$ cat src/rtl/csr_strobe_pkg.sv
// Package: bit positions and latch layout shared by the strobe-addressed CSR.
// Assumes a 16-bit register; positions are fixed because software decodes them.
package csr_strobe_pkg;

    localparam int CSR_W = 16;

    localparam int B_TIMEO  = 15;
    localparam int B_PARITY = 14;
    localparam int B_RSTREQ = 13;
    localparam int B_ALIGN  = 12;
    localparam int B_LED    = 11;
    localparam int B_MOTOR  = 10;
    localparam int B_TINH   = 8;
    localparam int B_FINH   = 7;
    localparam int B_TICK   = 6;
    localparam int B_SWI8   = 5;
    localparam int B_SWI9   = 4;
    localparam int B_UART   = 3;
    localparam int B_FLOP   = 2;
    localparam int B_DMA    = 1;
    localparam int B_BFAIL  = 0;

    // Positions that hold a flop; all others are live inputs or constant zero.
    localparam logic [CSR_W-1:0] LATCH_MASK = 16'b1111_1101_1111_0010;

    typedef struct packed {
        logic [CSR_W-1:0] set;
        logic [CSR_W-1:0] clr;
    } strobe_t;

endpackage

$ cat src/rtl/csr_addr_decode.sv
// Module: csr_addr_decode
// Turns a write strobe and byte offset into one-hot per-bit set/clear strobes.
// Assumes word-aligned offsets 0x00..0x3C; anything else produces no strobe.
module csr_addr_decode
    import csr_strobe_pkg::*;
#(
    parameter int ADDR_W = 8
) (
    input  logic              wr_en,
    input  logic [ADDR_W-1:0] addr,
    output strobe_t           stb
);

    localparam int SLOT_LSB = 2;
    localparam int SLOT_W   = 4;

    logic              in_block;
    logic [SLOT_W-1:0] slot;

    assign in_block = ((addr >> (SLOT_LSB + SLOT_W)) == '0) && (addr[SLOT_LSB-1:0] == '0);
    assign slot     = addr[SLOT_LSB +: SLOT_W];

    // Purpose: map each word slot to the single bit action it performs.
    always_comb begin
        stb = '0;
        if (wr_en && in_block) begin
            case (slot)
                4'd0:  stb.clr[B_TIMEO]  = 1'b1;
                4'd1:  stb.clr[B_PARITY] = 1'b1;
                4'd2:  stb.set[B_RSTREQ] = 1'b1;
                4'd3:  stb.clr[B_ALIGN]  = 1'b1;
                4'd4:  stb.set[B_LED]    = 1'b1;
                4'd5:  stb.clr[B_LED]    = 1'b1;
                4'd6:  stb.set[B_MOTOR]  = 1'b1;
                4'd7:  stb.clr[B_MOTOR]  = 1'b1;
                4'd8:  stb.set[B_TINH]   = 1'b1;
                4'd9:  stb.clr[B_TINH]   = 1'b1;
                4'd10: stb.set[B_FINH]   = 1'b1;
                4'd11: stb.clr[B_FINH]   = 1'b1;
                4'd12: stb.set[B_SWI9]   = 1'b1;
                4'd13: stb.clr[B_SWI9]   = 1'b1;
                4'd14: stb.set[B_SWI8]   = 1'b1;
                4'd15: stb.clr[B_SWI8]   = 1'b1;
                default: stb = '0;
            endcase
        end
    end

endmodule

$ cat src/rtl/csr_latch_bit.sv
// Module: csr_latch_bit
// One register bit with set priority over clear and synchronous active-low reset.
// Assumes set and clear are single-cycle qualified strobes.
module csr_latch_bit (
    input  logic clk,
    input  logic rst_n,
    input  logic set_i,
    input  logic clr_i,
    output logic q_o
);

    // Purpose: hold the bit; a set in the same cycle as a clear wins.
    always_ff @(posedge clk) begin
        if (!rst_n)     q_o <= 1'b0;
        else if (set_i) q_o <= 1'b1;
        else if (clr_i) q_o <= 1'b0;
    end

endmodule

$ cat src/rtl/csr_strobe_reg.sv
// Module: csr_strobe_reg (top)
// 16-bit control/status register. Writable bits change by decoded offset only.
// Hardware events set sticky latches, and a base read returns the halfword.
// Assumes inputs are synchronous to clk and reset is synchronous, active low.
module csr_strobe_reg
    import csr_strobe_pkg::*;
#(
    parameter int ADDR_W = 8
) (
    input  logic              clk,
    input  logic              rst_n,
    input  logic [ADDR_W-1:0] bus_addr,
    input  logic              bus_wr,
    input  logic              bus_rd,
    output logic [CSR_W-1:0]  bus_rdata,
    input  logic              evt_bus_timeout,
    input  logic              evt_parity_err,
    input  logic              evt_align_trap,
    input  logic              tmr_tick,
    input  logic              tmr_tick_clr,
    input  logic              dma_eop,
    input  logic              dma_uart_xfer,
    input  logic              uart_irq,
    input  logic              floppy_irq,
    input  logic              board_fail,
    output logic              rst_req,
    output logic              diag_led,
    output logic              fd_motor,
    output logic              tmr_inhibit,
    output logic              flt_inhibit,
    output logic              swi8_req,
    output logic              swi9_req
);

    strobe_t          sw_stb;
    logic [CSR_W-1:0] hw_set;
    logic [CSR_W-1:0] hw_clr;
    logic [CSR_W-1:0] csr_q;
    logic [CSR_W-1:0] live_bits;
    logic             rd_base;

    assign rd_base = bus_rd && (bus_addr == '0);

    csr_addr_decode #(.ADDR_W(ADDR_W)) u_decode (
        .wr_en (bus_wr),
        .addr  (bus_addr),
        .stb   (sw_stb)
    );

    // Purpose: collect hardware set events into their bit positions.
    always_comb begin
        hw_set           = '0;
        hw_set[B_TIMEO]  = evt_bus_timeout;
        hw_set[B_PARITY] = evt_parity_err;
        hw_set[B_ALIGN]  = evt_align_trap;
        hw_set[B_TICK]   = tmr_tick;
        hw_set[B_DMA]    = dma_eop && dma_uart_xfer;
    end

    // Purpose: collect clears that do not come from the offset decoder.
    always_comb begin
        hw_clr         = '0;
        hw_clr[B_TICK] = tmr_tick_clr;
        hw_clr[B_DMA]  = rd_base;
    end

    // Purpose: one latch per stored bit, constant zero elsewhere.
    for (genvar b = 0; b < CSR_W; b++) begin : g_bit
        if (LATCH_MASK[b]) begin : g_latch
            csr_latch_bit u_bit (
                .clk   (clk),
                .rst_n (rst_n),
                .set_i (hw_set[b] | sw_stb.set[b]),
                .clr_i (hw_clr[b] | sw_stb.clr[b]),
                .q_o   (csr_q[b])
            );
        end else begin : g_none
            assign csr_q[b] = 1'b0;
        end
    end

    // Purpose: place the live status inputs at their read positions.
    always_comb begin
        live_bits          = '0;
        live_bits[B_UART]  = uart_irq;
        live_bits[B_FLOP]  = floppy_irq;
        live_bits[B_BFAIL] = board_fail;
    end

    assign bus_rdata   = rd_base ? (csr_q | live_bits) : '0;
    assign rst_req     = csr_q[B_RSTREQ];
    assign diag_led    = csr_q[B_LED];
    assign fd_motor    = csr_q[B_MOTOR];
    assign tmr_inhibit = csr_q[B_TINH];
    assign flt_inhibit = csr_q[B_FINH];
    assign swi8_req    = csr_q[B_SWI8];
    assign swi9_req    = csr_q[B_SWI9];


    timeout_sticky_chk: assert property (@(posedge clk) disable iff (!rst_n)
        evt_bus_timeout |=> csr_q[B_TIMEO]);


    parity_set_wins_chk: assert property (@(posedge clk) disable iff (!rst_n)
        (evt_parity_err && bus_wr && bus_addr == 8'h04) |=> csr_q[B_PARITY]);


    led_on_chk: assert property (@(posedge clk) disable iff (!rst_n)
        (bus_wr && bus_addr == 8'h10) |=> diag_led);


    rstreq_hold_chk: assert property (@(posedge clk) disable iff (!rst_n)
        rst_req |=> rst_req);


    dma_filter_chk: assert property (@(posedge clk) disable iff (!rst_n)
        (dma_eop && !dma_uart_xfer && !rd_base) |=> csr_q[B_DMA] == $past(csr_q[B_DMA]));


    strobe_onehot_chk: assert property (@(posedge clk) disable iff (!rst_n)
        $onehot0({sw_stb.set, sw_stb.clr}));

endmodule

$ cat config.mk
export PLATFORM = sky130hd
export DESIGN_NAME = csr_strobe_reg
export DESIGN_NICKNAME = d
export VERILOG_FILES = /design/src/rtl/csr_strobe_pkg.sv /design/src/rtl/csr_addr_decode.sv /design/src/rtl/csr_latch_bit.sv /design/src/rtl/csr_strobe_reg.sv
export SDC_FILE = /design/constraint.sdc
export NUM_CORES = 1
export LEC_CHECK = 0
export CAP_MARGIN = 20
export CORE_ASPECT_RATIO = 0.8
export CORE_MARGIN = 2
export CORE_UTILIZATION = 37
export DETAILED_ROUTE_END_ITERATION = 8
export PLACE_DENSITY = 0.92
export SYNTH_ARGS = -nofsm -noshare
export SYNTH_HDL_FRONTEND = slang
export SYNTH_SLANG_ARGS = --single-unit
$ cat constraint.sdc
create_clock -name clk -period 2.6 [get_ports clk]
set_input_delay 0.26 -clock clk [delete_from_list [all_inputs] [get_ports clk]]
set_output_delay 0.26 -clock clk [all_outputs]
set_load 0.005 [all_outputs]
==> results of run 1 <==
-- cell usage in the layout, fill, tap and decap left out, types with 2 or more instances in the layout --
cell,n
nor2b_1,2
nand4_1,2
dfxtp_1,12
o21ai_0,3
inv_1,2
clkdlybuf4s50_1,43
clkbuf_4,3
nand4b_1,4
and2_1,15
a31oi_1,3
nand2_1,7
nor2_1,4
mux2i_1,6
-- area by class of cell --
| cell class | instances | area [um^2] | area share, % |
|---|---|---|---|
| tap | 22 | 27.5 | 2.38 |
| timing repair buffer | 44 | 438 | 37.8 |
| multi-input combinational | 59 | 409 | 35.3 |
| clock buffer | 4 | 36.3 | 3.13 |
| sequential | 12 | 240 | 20.7 |
| inverter | 2 | 7.51 | 0.648 |
-- critical path, stage by stage --
cell and delay (ns):
clkdlybuf4s50_1 0.56, nor3_4 0.28, and4b_4 0.36, and2_1 0.17, clkdlybuf4s50_1 0.51
-- worst min-delay path by stage --
stage	start	endpoint	slack, ns	depth (start not counted)
floorplan	tmr_tick	g_bit[6].g_latch.u_bit.q_o$_SDFFE_PN0P_	0.38	1
global placement	g_bit[8].g_latch.u_bit.q_o$_SDFFE_PN0P_	g_bit[8].g_latch.u_bit.q_o$_SDFFE_PN0P_	0.46	2
detailed placement	g_bit[10].g_latch.u_bit.q_o$_SDFFE_PN0P_	g_bit[10].g_latch.u_bit.q_o$_SDFFE_PN0P_	0.48	2
CTS	g_bit[10].g_latch.u_bit.q_o$_SDFFE_PN0P_	g_bit[10].g_latch.u_bit.q_o$_SDFFE_PN0P_	0.49	2
global route	g_bit[7].g_latch.u_bit.q_o$_SDFFE_PN0P_	g_bit[7].g_latch.u_bit.q_o$_SDFFE_PN0P_	0.51	2
finish	g_bit[10].g_latch.u_bit.q_o$_SDFFE_PN0P_	g_bit[10].g_latch.u_bit.q_o$_SDFFE_PN0P_	0.48	2
-- logic make-up (layout without fill, tap and decap cells) --
group / count (synthesis) / after routing
AND/OR/NAND/NOR: 42 / 42
flip-flops: 12 / 12
AO/OA/AOI/OAI: 10 / 10
multiplexers: 6 / 6
buffers and inverters: 5 / 50
other: 1 / 1
-- stage by stage --
step / setup WS (ns) / instances
6_report: 0.199 / 143
5_1_grt: 0.0489 / 143
4_1_cts: 0.0960 / 143
3_5_place_dp: 0.0914 / 139
3_3_place_gp: 0.212 / 139
2_1_floorplan: 1.32 / 76
-- power groups by stage --
stage	Clock, mW	Combinational [mW]	Sequential (mW)
after global placement	0	0.0618	0.196
after floorplan	0	0.0200	0.195
after detailed placement	0	0.0646	0.196
after CTS	0.155	0.0649	0.191
final	0.150	0.0664	0.191
after global routing	0.164	0.0718	0.192
-- per-layer routing --
layer / vias to the layer above / GRT usage (%) / wire length, um
met5: - / 0 / 0
met4: 0 / 7.37 / 12
met3: 2 / 6.07 / 90
met2: 26 / 37.2 / 1090
met1: 331 / 22.6 / 801
li1: 363 / - / -
==> results.cfg, run 1 <==
[status]
outcome = finished, final reports clean

[job]
cap_viol_max_count = 0

[synthesis]
synth-edff-count = 0
synth_top_flop_cell = dfxtp_1
yosys.area_share.simple_pct = 40.7
synthCells = 76
yosysTopAreaCell = dfxtp_1
synthTopCellsByCount = and2_1, dfxtp_1, nand2_1
synth.most_common_cell = and2_1
async_flop_share_pct = 0
synth_top_family_by_area = simple AND/OR/NAND/NOR gates
synth.top_cells.by_area = dfxtp_1, and2_1, mux2i_1
syn_nets = 98
yosys.area.top_type_share_pct = 35.8
syn-mean-instance-area_um2 = 8.82
synth_adder_area_share_pct = 0
synthMuxAreaShare_pct = 8.96
synth-xor-area-share_pct = 0
synth_compound_area_share_pct = 9.51
synth_cell_types = 27
yosysSeqAreaShare_pct = 35.8
yosys_warnings = 0
ys_ff_latch = 12
netlist_area_um2 = 671

[timing]
max_slew_margin_pct = 62.4
finalCriticalPeriod_ns = 2.40
tightest_slew_ns = 0.561
hold-worst-slack_ns = 0.480
setup_viol = 0
fmax_ghz = 0.416
slew_viol_final = 0
setup-tns-final_ns = 0
hold_violations = 0
rsz0062_at_grt = no
fin_crit_sh_pct = 92.4
finClkSkew_ns = 0

[final_layout]
largest_register_ffs = 12
post-route-util_pct = 69.8
drive_above_1_share_pct = 7.44
reg_top3 = g_bit.g_latch.u_bit.q_o x12
antenna_cells = 0
area_growth_pct = 72.8
fillers = 150
nNetsFinal = 144
design_area_um2 = 1160
regMostFlops = g_bit.g_latch.u_bit.q_o

[cts]
cts_hold_buf = 0
numCtsBuffers = 3
postCtsSetupBuffers = 0
clk_latency_ns = 0.27
cts_root_buf = clkbuf_4
clk_pin_slew_worst_paths_ns = 0.07
clockBufferDepth = 2
h-tree-depth = 1
cts.sinks = 12
cts_resized = 0
cts_tree = built

[setup_path]
ff2ff_setup_slack_ns = 1.92
r2r_end = g_bit[15].g_latch.u_bit.q_o$_SDFFE_PN0P_
cp.required_ns = 2.34
worstPathMaxFanout = 15
cp-endpoint = bus_rdata[2]
start_kind = input port
cp.arrival_ns = 2.14
startpoint = bus_addr[4]
reg2reg_from = g_bit[15].g_latch.u_bit.q_o$_SDFFE_PN0P_
reg2regPathDepth = 2
path_class = in -> out
cp-end-kind = output pin

[die]
die_x_um = 51.6
start_util_pct = 40.4
row_count = 13
die-area_um2 = 2170
ioPinCount = 45
die_h_um = 42.1
core_area_um2 = 1660

[power]
peakVddDrop_v = 0.000263
power.share.sequential_pct = 47.0
p_comb_share_pct = 16.3
pwr-share-clk_pct = 36.7
p_leak_nw = 0.460
sw_frac_of_total_pct = 23.0
p_sw_mw = 0.0937
power.density_nw_per_um2 = 352
p_int_mw = 0.314
power.total_mw = 0.407

[routing]
routed_via_density = 5.05
ant_nets = 0
drt_iter0_drc = 15
drc = 0
num_vias = 722
wirelength_um = 2000
wl_per_cell_um = 14.0
drt_pass1_iterations = 4

[global_routing]
grt.total_usage_pct = 20.6
grt_pass1_wl_um = 3310
grt.overflow.total = 0
grt_max_degree = 16
antenna_found_initial = 0
first_global_vias = 722

[placement]
routabilityCongestion = 0.756
numPortBuffers = 43
dpl_cell_area_um2 = 1110
dpl.hpwl_um = 1610

[min_path]
min_path_type = reg -> reg
(Power assumes the default switching activity.)
==> inputs of run 2 (changes only) <==
ABC_CLOCK_PERIOD_IN_PS = 2600   (was not set)
==> results of run 2 <==
Final layout, timing and power as in run 1 (identical DEF).
==> inputs of run 3 (changes only) <==
ABC_CLOCK_PERIOD_IN_PS = 2500   (was 2600)
CORE_UTILIZATION = 34   (was 37)
PLACE_DENSITY = 0.86   (was 0.92)
clock period = 2.5 ns   (was 2.6 ns; I/O delays follow)
==> run 3 against run 2 <==
Against the previous run: critical path depth is the same; worst hold slack lost 0.0070 ns; global-route usage shrank 2.1 points.
==> results.cfg, run 3 (synthesis results as in run 1) <==
[cts]
cts_resized = 0
h-tree-depth = 1
numCtsBuffers = 3
clk_latency_ns = 0.27
postCtsSetupBuffers = 0
clockBufferDepth = 2
clk_pin_slew_worst_paths_ns = 0.07
cts.sinks = 12
cts_root_buf = clkbuf_4
cts_tree = built
cts_hold_buf = 0

[timing]
fin_crit_sh_pct = 93.1
finClkSkew_ns = 0
max_slew_margin_pct = 63.6
tightest_slew_ns = 0.544
finalCriticalPeriod_ns = 2.33
slew_viol_final = 0
hold_violations = 0
fmax_ghz = 0.429
setup_viol = 0
rsz0062_at_grt = no
setup_slack_ns = 0.172
setup-tns-final_ns = 0

[setup_path]
cp.required_ns = 2.25
cp_cell_sequence = clkdlybuf4s50_1 -> nor4_1 -> and4b_2 -> and2_1 -> clkdlybuf4s50_1
cp.arrival_ns = 2.08
path_delay_family = buffers and inverters
slowest_stage = clkdlybuf4s50_1
crit_buf_inv = 2
worst_path_most_repeated_cell = clkdlybuf4s50_1
start_kind = input port
ff2ff_setup_slack_ns = 1.82
cp-end-kind = output pin
slowest_delay_ns = 0.50
path_class = in -> out
worstPathMaxFanout = 15

[global_routing]
grt.overflow.total = 0
antenna_found_initial = 0
grt_max_degree = 16
grt.total_usage_pct = 18.6
first_global_vias = 700
grt_pass1_wl_um = 3060

[die]
die_h_um = 43.7
ioPinCount = 45
die_x_um = 53.7
die-area_um2 = 2350
row_count = 14
start_util_pct = 35.8
core_area_um2 = 1870

[job]
cap_viol_max_count = 0

[routing]
drc = 0
drt_pass1_iterations = 4
drt_iter0_drc = 12
routed_via_density = 4.97
num_vias = 726
ant_nets = 0
wl_per_cell_um = 13.0
wirelength_um = 1900

[final_layout]
nNetsFinal = 145
reg_top3 = g_bit.g_latch.u_bit.q_o x12
antenna_cells = 0
final_cell_mix = clkdlybuf4s50_1, and2_1, dfxtp_1
largest_register_ffs = 12
final_common_cell = clkdlybuf4s50_1
drive_above_1_share_pct = 8.20
area_growth_pct = 72.9
regMostFlops = g_bit.g_latch.u_bit.q_o
fillers = 165
post-route-util_pct = 61.9

[placement]
dpl_worst_slack_ns = 0.164
routabilityCongestion = 0.793
dpl.hpwl_um = 1480
numPortBuffers = 43

[power]
p_leak_nw = 0.465
power.density_nw_per_um2 = 360
peakVddDrop_v = 0.000272

[min_path]
min_path_type = reg -> reg

[status]
outcome = finished, final reports clean
run 3: cell type report:
type | instances | area (um^2) | area share (%)
clock buffers | 4 | 36.3 | 3.13
multi-input cells | 59 | 400 | 34.5
repair buffers | 45 | 445 | 38.4
well taps | 24 | 30.0 | 2.59
inverters | 2 | 7.51 | 0.647
flip-flops and latches | 12 | 240 | 20.7
run 3: where the power goes:
part | leakage [nW] | switching [mW] | total [mW] | internal (mW)
clock | 0.0210 | 0.0622 | 0.151 | 0.0885
combinational | 0.345 | 0.0266 | 0.0680 | 0.0414
sequential | 0.0982 | 0.00246 | 0.199 | 0.197
run 3: final timing paths:
check / from / end / cells after the start
worst max-delay path: bus_addr[7] / bus_rdata[1] / 5
worst min-delay path: g_bit[5].g_latch.u_bit.q_o$_SDFFE_PN0P_ / g_bit[5].g_latch.u_bit.q_o$_SDFFE_PN0P_ / 2
worst max register to register: g_bit[6].g_latch.u_bit.q_o$_SDFFE_PN0P_ / g_bit[6].g_latch.u_bit.q_o$_SDFFE_PN0P_ / 2
worst min register to register: g_bit[5].g_latch.u_bit.q_o$_SDFFE_PN0P_ / g_bit[5].g_latch.u_bit.q_o$_SDFFE_PN0P_ / 2
run 3: worst min-delay path, cell delays in order (launching register included):
cell and delay, ns:
dfxtp_1 0.32, nand2_1 0.05, mux2i_1 0.05
run 3: metal layers:
metal  routed length [um]  global-route usage, %  share of wire (%)
met1                  793                   20.9                 42
met2                 1000                   31.4                 53
met3                   80                   6.90                4.2
met4                   25                   7.69                1.3
met5                    0                      0                  0
run 3: through the flow:
stage	hold slack [ns]	power, mW	cell area (um^2)	instances
global route	0.498	0.441	1160	146
detailed placement	0.467	0.271	1120	142
CTS	0.481	0.422	1160	146
global placement	0.459	0.269	1120	142
finish	0.473	0.418	1160	146
floorplan	0.374	0.224	671	76
